`config.mk`:
```
export PLATFORM = sky130hd
export DESIGN_NAME = mfe_frame_enc
export DESIGN_NICKNAME = d
export VERILOG_FILES = /design/src/rtl/mfe_pkg.sv /design/src/rtl/mfe_seq.sv /design/src/rtl/mfe_bits.sv /design/src/rtl/mfe_div.sv /design/src/rtl/mfe_frame_enc.sv
export SDC_FILE = /design/constraint.sdc
export NUM_CORES = 1
export LEC_CHECK = 0
export BUFFER_PORTS_ARGS = -buffer_cell sky130_fd_sc_hd__buf_2
export CORE_AREA = 2 2 80 82
export CTS_CLUSTER_SIZE = 12
export DETAILED_ROUTE_END_ITERATION = 10
export DIE_AREA = 0 0 82 84
export GPL_ROUTABILITY_DRIVEN = 0
export GPL_TIMING_DRIVEN = 0
export MAX_ROUTING_LAYER = met4
export PLACE_DENSITY_LB_ADDON = 0.2
export SLEW_MARGIN = 25
export SYNTH_ARGS = -nofsm -noshare
export SYNTH_HDL_FRONTEND = slang
export SYNTH_HIERARCHICAL = 1
export SYNTH_SLANG_ARGS = --single-unit
```
`constraint.sdc`:
```
create_clock -name clk -period 3.55 [get_ports clk]
set_input_delay 0.1775 -clock clk [delete_from_list [all_inputs] [get_ports clk]]
set_output_delay 0.1775 -clock clk [all_outputs]
set_load 0.05 [all_outputs]
```
`src/rtl/mfe_pkg.sv`:
```
package mfe_pkg;
  localparam int LEN_W      = 5;
  localparam int MIN_BITS   = 2;
  localparam int MAX_BITS   = 28;
  localparam int SYNC_HALF  = 3;
  localparam int LEAD_SLOTS = 2 * SYNC_HALF;
  localparam int SLOT_W     = $clog2(2 * (MAX_BITS + SYNC_HALF + 1));

  typedef logic [LEN_W-1:0]  len_t;
  typedef logic [SLOT_W-1:0] slot_t;

  // Clamp a requested data-bit count into the supported range.
  function automatic len_t fit_len(len_t w);
    if (w < len_t'(MIN_BITS)) return len_t'(MIN_BITS);
    if (w > len_t'(MAX_BITS)) return len_t'(MAX_BITS);
    return w;
  endfunction

  // Index of the last half-bit slot of a frame carrying n data bits.
  function automatic slot_t final_slot(len_t n);
    return slot_t'({n, 1'b0}) + slot_t'(LEAD_SLOTS + 1);
  endfunction

  // Sync level: the selected polarity for the first half, then the inverse.
  function automatic logic sync_level(logic cmd, slot_t h);
    return (h < slot_t'(SYNC_HALF)) ? cmd : ~cmd;
  endfunction

  // Span in which data requests are issued: one slot ahead of each data bit.
  function automatic logic in_req_window(slot_t h, len_t n);
    return (h >= slot_t'(LEAD_SLOTS - 1)) &&
           (h <= slot_t'({n, 1'b0}) + slot_t'(LEAD_SLOTS - 3));
  endfunction

  function automatic logic is_req_slot(slot_t h, len_t n);
    return h[0] && in_req_window(h, n);
  endfunction

  // Manchester half: true value in the even half, complement in the odd half.
  function automatic logic manch_half(logic b, slot_t h);
    return b ^ h[0];
  endfunction
endpackage

```
`src/rtl/mfe_seq.sv`:
```
module mfe_seq
  import mfe_pkg::*;
(
  input  logic  clk,
  input  logic  rst_n,
  input  logic  enable,
  input  logic  cmd_sel,
  input  logic  odd_sel,
  input  len_t  wlen,
  output logic  busy,
  output slot_t slot,
  output len_t  nbits,
  output logic  cmd_q,
  output logic  odd_q,
  output logic  load
);
  slot_t last;
  logic  at_end;

  assign last   = final_slot(nbits);
  assign at_end = busy && (slot == last);
  assign load   = enable && (!busy || at_end);

  always_ff @(posedge clk or negedge rst_n) begin
    if (!rst_n) begin
      busy  <= 1'b0;
      slot  <= '0;
      nbits <= len_t'(MIN_BITS);
      cmd_q <= 1'b0;
      odd_q <= 1'b0;
    end else if (load) begin
      busy  <= 1'b1;
      slot  <= '0;
      nbits <= fit_len(wlen);
      cmd_q <= cmd_sel;
      odd_q <= odd_sel;
    end else if (at_end) begin
      busy <= 1'b0;
      slot <= '0;
    end else if (busy) begin
      slot <= slot + slot_t'(1);
    end
  end

  // a request seen while idle opens slot 0 on the next cycle
  p_start_r2: assert property (@(posedge clk) disable iff (!rst_n)
    (!busy && enable) |=> (busy && slot == '0));
  // slot index never runs past the frame end
  p_range_r7: assert property (@(posedge clk) disable iff (!rst_n)
    busy |-> (slot <= last));
  // latched length is frozen inside a frame
  p_len_hold_r7: assert property (@(posedge clk) disable iff (!rst_n)
    (busy && slot != '0) |-> $stable(nbits));
  // latched length lies in the legal range
  p_len_bounds_r7: assert property (@(posedge clk) disable iff (!rst_n)
    busy |-> (nbits >= len_t'(MIN_BITS) && nbits <= len_t'(MAX_BITS)));
endmodule

```
`src/rtl/mfe_bits.sv`:
```
module mfe_bits
  import mfe_pkg::*;
(
  input  logic  clk,
  input  logic  rst_n,
  input  logic  busy,
  input  slot_t slot,
  input  len_t  nbits,
  input  logic  odd_q,
  input  logic  load,
  input  logic  ser_in,
  output logic  shift_clk,
  output logic  send_data,
  output logic  data_bit,
  output logic  par_bit
);
  logic par_acc;

  assign shift_clk = busy && is_req_slot(slot, nbits);
  assign send_data = busy && in_req_window(slot, nbits);
  assign par_bit   = par_acc ^ odd_q;

  always_ff @(posedge clk or negedge rst_n) begin
    if (!rst_n) begin
      data_bit <= 1'b0;
      par_acc  <= 1'b0;
    end else if (load) begin
      par_acc <= 1'b0;
    end else if (shift_clk) begin
      data_bit <= ser_in;
      par_acc  <= par_acc ^ ser_in;
    end
  end

  // each request pulse sits inside the send window
  p_req_in_window_r5: assert property (@(posedge clk) disable iff (!rst_n)
    shift_clk |-> send_data);
  // request pulses are one cycle wide
  p_req_single_r5: assert property (@(posedge clk) disable iff (!rst_n)
    shift_clk |=> !shift_clk);
  // the host bit offered on a pulse is the bit that goes out next
  p_capture_r5: assert property (@(posedge clk) disable iff (!rst_n)
    shift_clk |=> (data_bit == $past(ser_in)));
endmodule

```
`src/rtl/mfe_div.sv`:
```
module mfe_div #(
  parameter int DIV_HALF = 3
) (
  input  logic clk,
  input  logic rst_n,
  output logic q
);
  localparam int CW = (DIV_HALF > 1) ? $clog2(DIV_HALF) : 1;
  logic [CW-1:0] cnt;

  always_ff @(posedge clk or negedge rst_n) begin
    if (!rst_n) begin
      cnt <= '0;
      q   <= 1'b0;
    end else if (cnt == CW'(DIV_HALF - 1)) begin
      cnt <= '0;
      q   <= ~q;
    end else begin
      cnt <= cnt + CW'(1);
    end
  end

  // after a toggle the output holds for at least one more cycle
  p_div_hold_r11: assert property (@(posedge clk) disable iff (!rst_n)
    !$stable(q) |=> $stable(q));
endmodule

```
`src/rtl/mfe_frame_enc.sv`:
```
module mfe_frame_enc
  import mfe_pkg::*;
#(
  parameter int DIV_HALF = 3
) (
  input  logic             clk,
  input  logic             rst_n,
  input  logic             enable,
  input  logic             cmd_sync_sel,
  input  logic             odd_parity_sel,
  input  logic [LEN_W-1:0] word_len,
  input  logic             ser_in,
  input  logic             line_inhibit,
  output logic             bip_one,
  output logic             bip_zero,
  output logic             shift_clk,
  output logic             send_data,
  output logic             div6_out
);
  logic  busy, cmd_q, odd_q, load, data_bit, par_bit, lvl, drive;
  slot_t slot;
  len_t  nbits;

  mfe_seq u_seq (
    .clk(clk), .rst_n(rst_n), .enable(enable), .cmd_sel(cmd_sync_sel),
    .odd_sel(odd_parity_sel), .wlen(word_len), .busy(busy), .slot(slot),
    .nbits(nbits), .cmd_q(cmd_q), .odd_q(odd_q), .load(load)
  );

  mfe_bits u_bits (
    .clk(clk), .rst_n(rst_n), .busy(busy), .slot(slot), .nbits(nbits),
    .odd_q(odd_q), .load(load), .ser_in(ser_in), .shift_clk(shift_clk),
    .send_data(send_data), .data_bit(data_bit), .par_bit(par_bit)
  );

  mfe_div #(.DIV_HALF(DIV_HALF)) u_div (
    .clk(clk), .rst_n(rst_n), .q(div6_out)
  );

  always_comb begin
    if (slot < slot_t'(LEAD_SLOTS))
      lvl = sync_level(cmd_q, slot);
    else if (slot < final_slot(nbits) - slot_t'(1))
      lvl = manch_half(data_bit, slot);
    else
      lvl = manch_half(par_bit, slot);
  end

  assign drive    = busy && !line_inhibit;
  assign bip_one  = drive & lvl;
  assign bip_zero = drive & ~lvl;

  // nothing moves while idle
  p_idle_quiet_r8: assert property (@(posedge clk) disable iff (!rst_n)
    !busy |-> (!bip_one && !bip_zero && !shift_clk && !send_data));
  // first sync half carries the latched sync polarity
  p_sync_open_r3: assert property (@(posedge clk) disable iff (!rst_n)
    (busy && slot == '0 && !line_inhibit) |-> (bip_one == cmd_q));
  // inhibit silences both line outputs
  p_inhibit_r9: assert property (@(posedge clk) disable iff (!rst_n)
    line_inhibit |-> (!bip_one && !bip_zero));
  // every bit cell has a mid-cell transition
  p_midbit_r4: assert property (@(posedge clk) disable iff (!rst_n)
    (busy && !line_inhibit && !$past(line_inhibit) &&
     slot >= slot_t'(LEAD_SLOTS) && slot[0]) |-> (bip_one != $past(bip_one)));
endmodule

```
Yosys cells after proc, flatten, opt, wreduce, memory -nomap -nowiden
Index checks and enable logic that the tools add are counted.

Add/subtract/negate cells: 5. Multipliers: 0. Div/mod/pow operators: 0. Order comparisons: 7. Eq/ne operators: 2. Shift operators: 0. Muxes and demuxes: 20. Bitwise operators: 10. Reductions and logical operators: 14.

Operators with widths (number): 5-bit 2-to-1 mux (4); 6-bit 2-to-1 mux (3); 1-bit 2-to-1 mux (12); 1-bit logical AND (7); 6-bit by 1-bit adder with 6-bit output (second input constant) (1); 6-bit by 2-bit adder with 6-bit output (second input constant) (1); 6-bit by 3-bit adder with 6-bit output (second input constant) (1); 6-bit == test (1); 6-bit by 3-bit >= comparator with 1-bit output (second input constant) (1); 6-bit less-or-equal comparator (1); 6-bit by 2-bit less-than comparator with 1-bit output (second input constant) (1); 6-bit by 3-bit less-than comparator with 1-bit output (second input constant) (1); 6-bit less-than comparator (1); 6-bit by 1-bit subtractor with 6-bit output (second input constant) (1); 5-bit > comparator (second input constant) (1); 5-bit by 2-bit less-than comparator with 1-bit output (second input constant) (1); 1-bit inverter (4); 2-bit nonzero test (2); 1-bit XOR (4); 3-bit nonzero test (1); 2-bit by 1-bit adder with 2-bit output (second input constant) (1); 1-bit bitwise AND (2); 2-bit == test (second input constant) (1); 1-bit zero test (2); other kinds (3) (3).

Register bits: 19. Bits in latches: 0. Bits in writable memories: 0. ROM bits: 0. Input port bits: 12. Output and inout bits: 5. Memories kept: 0.

Logic depth before layout (Yosys ltp)
Depth in word-level cells: 10. Depth in mapped cells: 10.

Modules after synthesis
Netlist, hierarchy kept.

By module, submodules not included: mfe_seq (times used 1, cells each 70, area each 779.5 um^2, sequential area each 351.6 um^2); mfe_bits (times used 1, cells each 39, area each 331.6 um^2, sequential area each 50.0 um^2); mfe_frame_enc (times used 1, cells each 31, area each 240.2 um^2, sequential area each 0.0 um^2); mfe_div (times used 1, cells each 7, area each 115.1 um^2, sequential area each 75.1 um^2).

Least setup slack after synthesis
Ideal clock, no wire load.

Path type: register to output. Start point: register u_seq.nbits[1]. End point: output bip_one. Arrival time: 3.180 ns. Setup slack: 0.192 ns. Cell stages (with the launch flop): 11. Path buffers: 0. Cells stage by stage: dfstp_2 > inv_1 > ha_1 > nor2_1 > xnor2_1 > ha_1 > a21oi_2 > mux2_4 > o31a_1 > or3_1 > a21oi_1.

Cells in the longest elaborated chain, start to end: 6.

RTL lines: start, declared (line mfe_seq.sv:12) `output len_t nbits,`; start signal, assigned (line mfe_seq.sv:28) `nbits <= len_t'(MIN_BITS);`; start signal, assigned (line mfe_seq.sv:34) `nbits <= fit_len(wlen);`; 6-bit by 3-bit adder with 6-bit output (line mfe_pkg.sv:21) `return slot_t'({n, 1'b0}) + slot_t'(LEAD_SLOTS + 1);`; 6-bit by 1-bit subtractor with 6-bit output (line mfe_frame_enc.sv:43) `else if (slot < final_slot(nbits) - slot_t'(1))`; 6-bit less-than comparator (line mfe_frame_enc.sv:43); 1-bit 2-to-1 mux (line mfe_frame_enc.sv:43); 1-bit 2-to-1 mux (line mfe_frame_enc.sv:41) `if (slot < slot_t'(LEAD_SLOTS))`; 1-bit bitwise AND (line mfe_frame_enc.sv:50) `assign bip_one = drive & lvl;`; end, declared (line mfe_frame_enc.sv:14) `output logic bip_one,`.

No other way between the ends.

Final worst setup path
Same ends and word-level chain as after synthesis.

==> out/results.txt <==
The number of non-filler instances in the completed layout was 245. The sequential cell area fraction in the yosys report was 0.325; the fraction of synthesized area in multiplexers was 0.0836. In this run the worst hold path is classified as primary input to flop.

Across all register-to-register paths, the minimum setup slack is 700 ps. Buffers inserted during clock tree synthesis total 3. The core box area came out at 6100 µm². The tools report the site row count as 29.

The cell sitting at the root of the clock tree is a clkbuf_8. The repair_antennas step left the layout with diodes totalling 0. The startpoint identified for the worst hold timing path is odd_parity_sel. For the normalized max-slew margin, the log shows 0.598. The first global-routing pass estimated 5290 µm of wire.

The clock period minus worst slack came out at 3380 ps. The logs give 0.241 for the effective utilization at floorplan and 2370 µm for the half-perimeter wire length after placement. The run gives 0 as the final-report max-slew violation count. Share of synthesized flip-flops with an asynchronous set or reset: 1.00. The total overflow left after global routing is 0. Max-cap violations in this run came to 0.

At the pin with the least slew margin, the transition time is 588 ps. The launch instance of the worst register-to-register path is u_seq/nbits[1]$_DFFE_PN1P_. Static timing analysis puts the maximum clock frequency at 296 MHz. The depth of the CTS H-tree was 1; the critical path data arrival time was 3200 ps.

Compared with the post-synthesis result, the final layout area differs by 16.1%. Clock latency on the worst-skew pair, taken at its later pin, is 260 ps. The simple logic cell fraction of the synthesized area was 0.173; the total negative setup slack was 0 ps. The total track usage is 0.103, and the mapped cell area is 1470 µm². When the netlist entered floorplanning its net count stood at 172. The largest net degree at the start of global routing came out at 20. The height of the chip is 84 µm, and the post-route fraction of the period consumed by the critical path is 0.952. The power density of the placed cells was 242 nW/µm²; the final count of hold timing violations was 0.

The run gives 194 as the net count of the finished layout. After the first detailed-routing iteration, the DRC count stood at 68. Fill cells in the final layout number 664. Summing internal, switching and leakage power gives 0.412 mW. TritonCTS built the clock tree. Category of the critical setup timing path: flop to output port. The cell count after synthesis came out at 147. The routed length per instance is 13.0 µm. Die outline width: 82 µm.

The run gives 0.810 nW as the total leakage power. At the worst endpoint, the required time is 3370 ps. The clock passes through at most 2 buffers. Yosys mapped a number of flops with a built-in enable equal to 0.

The largest voltage drop on the vdd net is 0.000109 V, and the final setup violation count is 0. The tools report the startpoint class of the critical path as a flop. In this run, placement finished with an instance count of 240. After synthesis, the largest family of logic cells by area is simple AND/OR/NAND/NOR gates. Counting distinct cell types in the post-synthesis netlist gives 47. Setup repair after global routing left no endpoint under its margin. Dividing the detail-routed via count by the number of cells gives 4.77.

End of the worst register-to-register path: u_bits/par_acc$_DFFE_PN0P_. The first detailed-routing pass ran for 4 iterations. Depth of the worst register-to-register path: 10. Synthesis inferred 19 register bits. The run gives 1.95 ps as the worst clock skew. Xor and xnor area share after synthesis: 0.119. Once detail routing completed, the nets flagged for antenna violations numbered 0. The tree built by TritonCTS fans out to 19 sinks. Aggregate routed wire length: 3200 µm. Clock-pin slew was measured on the worst setup and hold paths at 80 ps.

The initial antenna violation count was 0; the average size of a mapped cell was 9.98 µm². The layout cell share with drive strength beyond 1 came out at 0.226. The run finished with clean final reports.

Origin of the worst setup path: u_seq/nbits[1]$_DFFE_PN1P_. Yosys printed 6 warnings. The largest fanout on the critical path is 6.

The share of synthesized cell area in full adder, half adder and majority cells was 0.111; the count of buffers inserted at the top-level ports was 16. STA classifies the critical path endpoint as an output port. After detailed routing, the number of remaining DRC violations is 0. Detailed routing inserted a total of 1168 vias.

For this design the top-level I/O count stands at 17. The tools report the capturing element of the worst setup path as bip_one. The fraction of the mapped netlist area in compound gates came out at 0.163.

The floorplan step defined a die boundary enclosing 6890 µm². The most instantiated flip-flop cell in the synthesis netlist is dfrtp_1. Via count of the first global-routing pass: 1089.
-- Yosys cell counts (all sizes together) (2+ instances only) --
master / instances / share of area
xor2: 12 / 0.072
inv: 7 / 0.018
nor3b: 2 / 0.010
nand2: 12 / 0.031
a21oi: 7 / 0.026
dfrtp: 18 / 0.31
nand2b: 3 / 0.018
or3: 2 / 0.0085
xnor2: 7 / 0.047
nor3: 3 / 0.010
o21ai: 8 / 0.027
nand3: 7 / 0.024
o211ai: 2 / 0.010
o41ai: 2 / 0.025
mux2: 8 / 0.077
ha: 13 / 0.11
nor4: 2 / 0.0085
nor2: 9 / 0.023
-- how the worst min path moves through the flow --
stage	end	slack, ps	depth (start not counted)
floorplan	u_bits/data_bit$_DFFE_PN0P_	-120	0
finish	u_seq/odd_q$_DFFE_PN0P_	140	2
CTS	u_seq/odd_q$_DFFE_PN0P_	140	2
detailed placement	u_seq/nbits[4]$_DFFE_PN0P_	160	1
global route	u_seq/cmd_q$_DFFE_PN0P_	130	2
global placement	u_seq/nbits[4]$_DFFE_PN0P_	160	1
-- routing by layer --
metal | wire, µm | GRT usage | share of wire | vias up
li1 | - | - | - | 579
met1 | 1450 | 0.134 | 0.45 | 560
met2 | 1570 | 0.162 | 0.49 | 25
met3 | 150 | 0.0195 | 0.047 | 4
met4 | 32 | 0.0273 | 0.010 | 0
met5 | 0 | - | 0 | -
-- critical path, cell delays in order (launching register included) --
cell and delay [ps]:
dfstp_2 580, inv_1 60, ha_1 200, nor2_1 130, xnor2_1 130, ha_1 280
a21oi_2 180, mux2_4 320, o31a_1 290, or3_1 360, a21oi_1 140, buf_2 270
-- metrics by stage --
| step | hold WS, ps | area, µm² | utilization | setup WS [ps] |
|---|---|---|---|---|
| detailed placement | 155 | 1640 | 0.269 | 421 |
| CTS | 143 | 1700 | 0.279 | 121 |
| global route | 131 | 1700 | 0.279 | 3.08 |
| global placement | 157 | 1640 | 0.269 | 452 |
| finish | 145 | 1700 | 0.279 | 169 |
| floorplan | -118 | 1470 | - | 192 |
-- placed cells by master, fill, tap and decap left out, types with 7 or more instances in the layout --
cell type   n
nand2_1    12
nor2_1      9
o21ai_0     8
buf_2      16
dfrtp_1    17
xor2_1     12
ha_1       13
inv_1       7
nand3_1     7
-- flip-flops by register name (all words and copies together), names as in the netlist --
signal	count
u_seq/busy	1
u_seq/nbits	5
u_bits/par_acc	1
u_div/q	1
u_seq/odd_q	1
u_seq/cmd_q	1
u_div/cnt	2
u_bits/data_bit	1
u_seq/slot	6
-- kinds of logic (layout without fill, tap and decap cells) --
family          after synthesis  in the layout
buf+inv                       8             29
xor+xnor                     19             19
flops                        19             19
compound gates               31             31
simple gates                 48             48
mux                           9              9
fa+ha+maj                    13             13
-- power breakdown --
part           leakage (nW)  internal (mW)  switching (mW)
clock network        0.0217         0.0792          0.0822
logic                 0.561         0.0121          0.0187
registers             0.228          0.218         0.00156
-- layout make-up --
class	count	area, µm²	area share
Clock inverter	1	7.51	0.00441
Tap cell	77	96.3	0.0566
Clock buffer	3	41.3	0.0242
Multi-Input combinational cell	120	952	0.559
Inverter	7	26.3	0.0154
Sequential cell	19	478	0.281
Buffer	1	11.3	0.00661
Timing Repair Buffer	17	90.1	0.0529
-- repair_timing --
item / 4_1_cts / 5_1_grt
endpoints found under the setup margin: 0 / 2
hold buffers: 1 / 0
buffers inserted: 0 / 0
resized for setup: 0 / 1
hold endpoints to repair: 18 / 0
(Power assumes the default switching activity.)
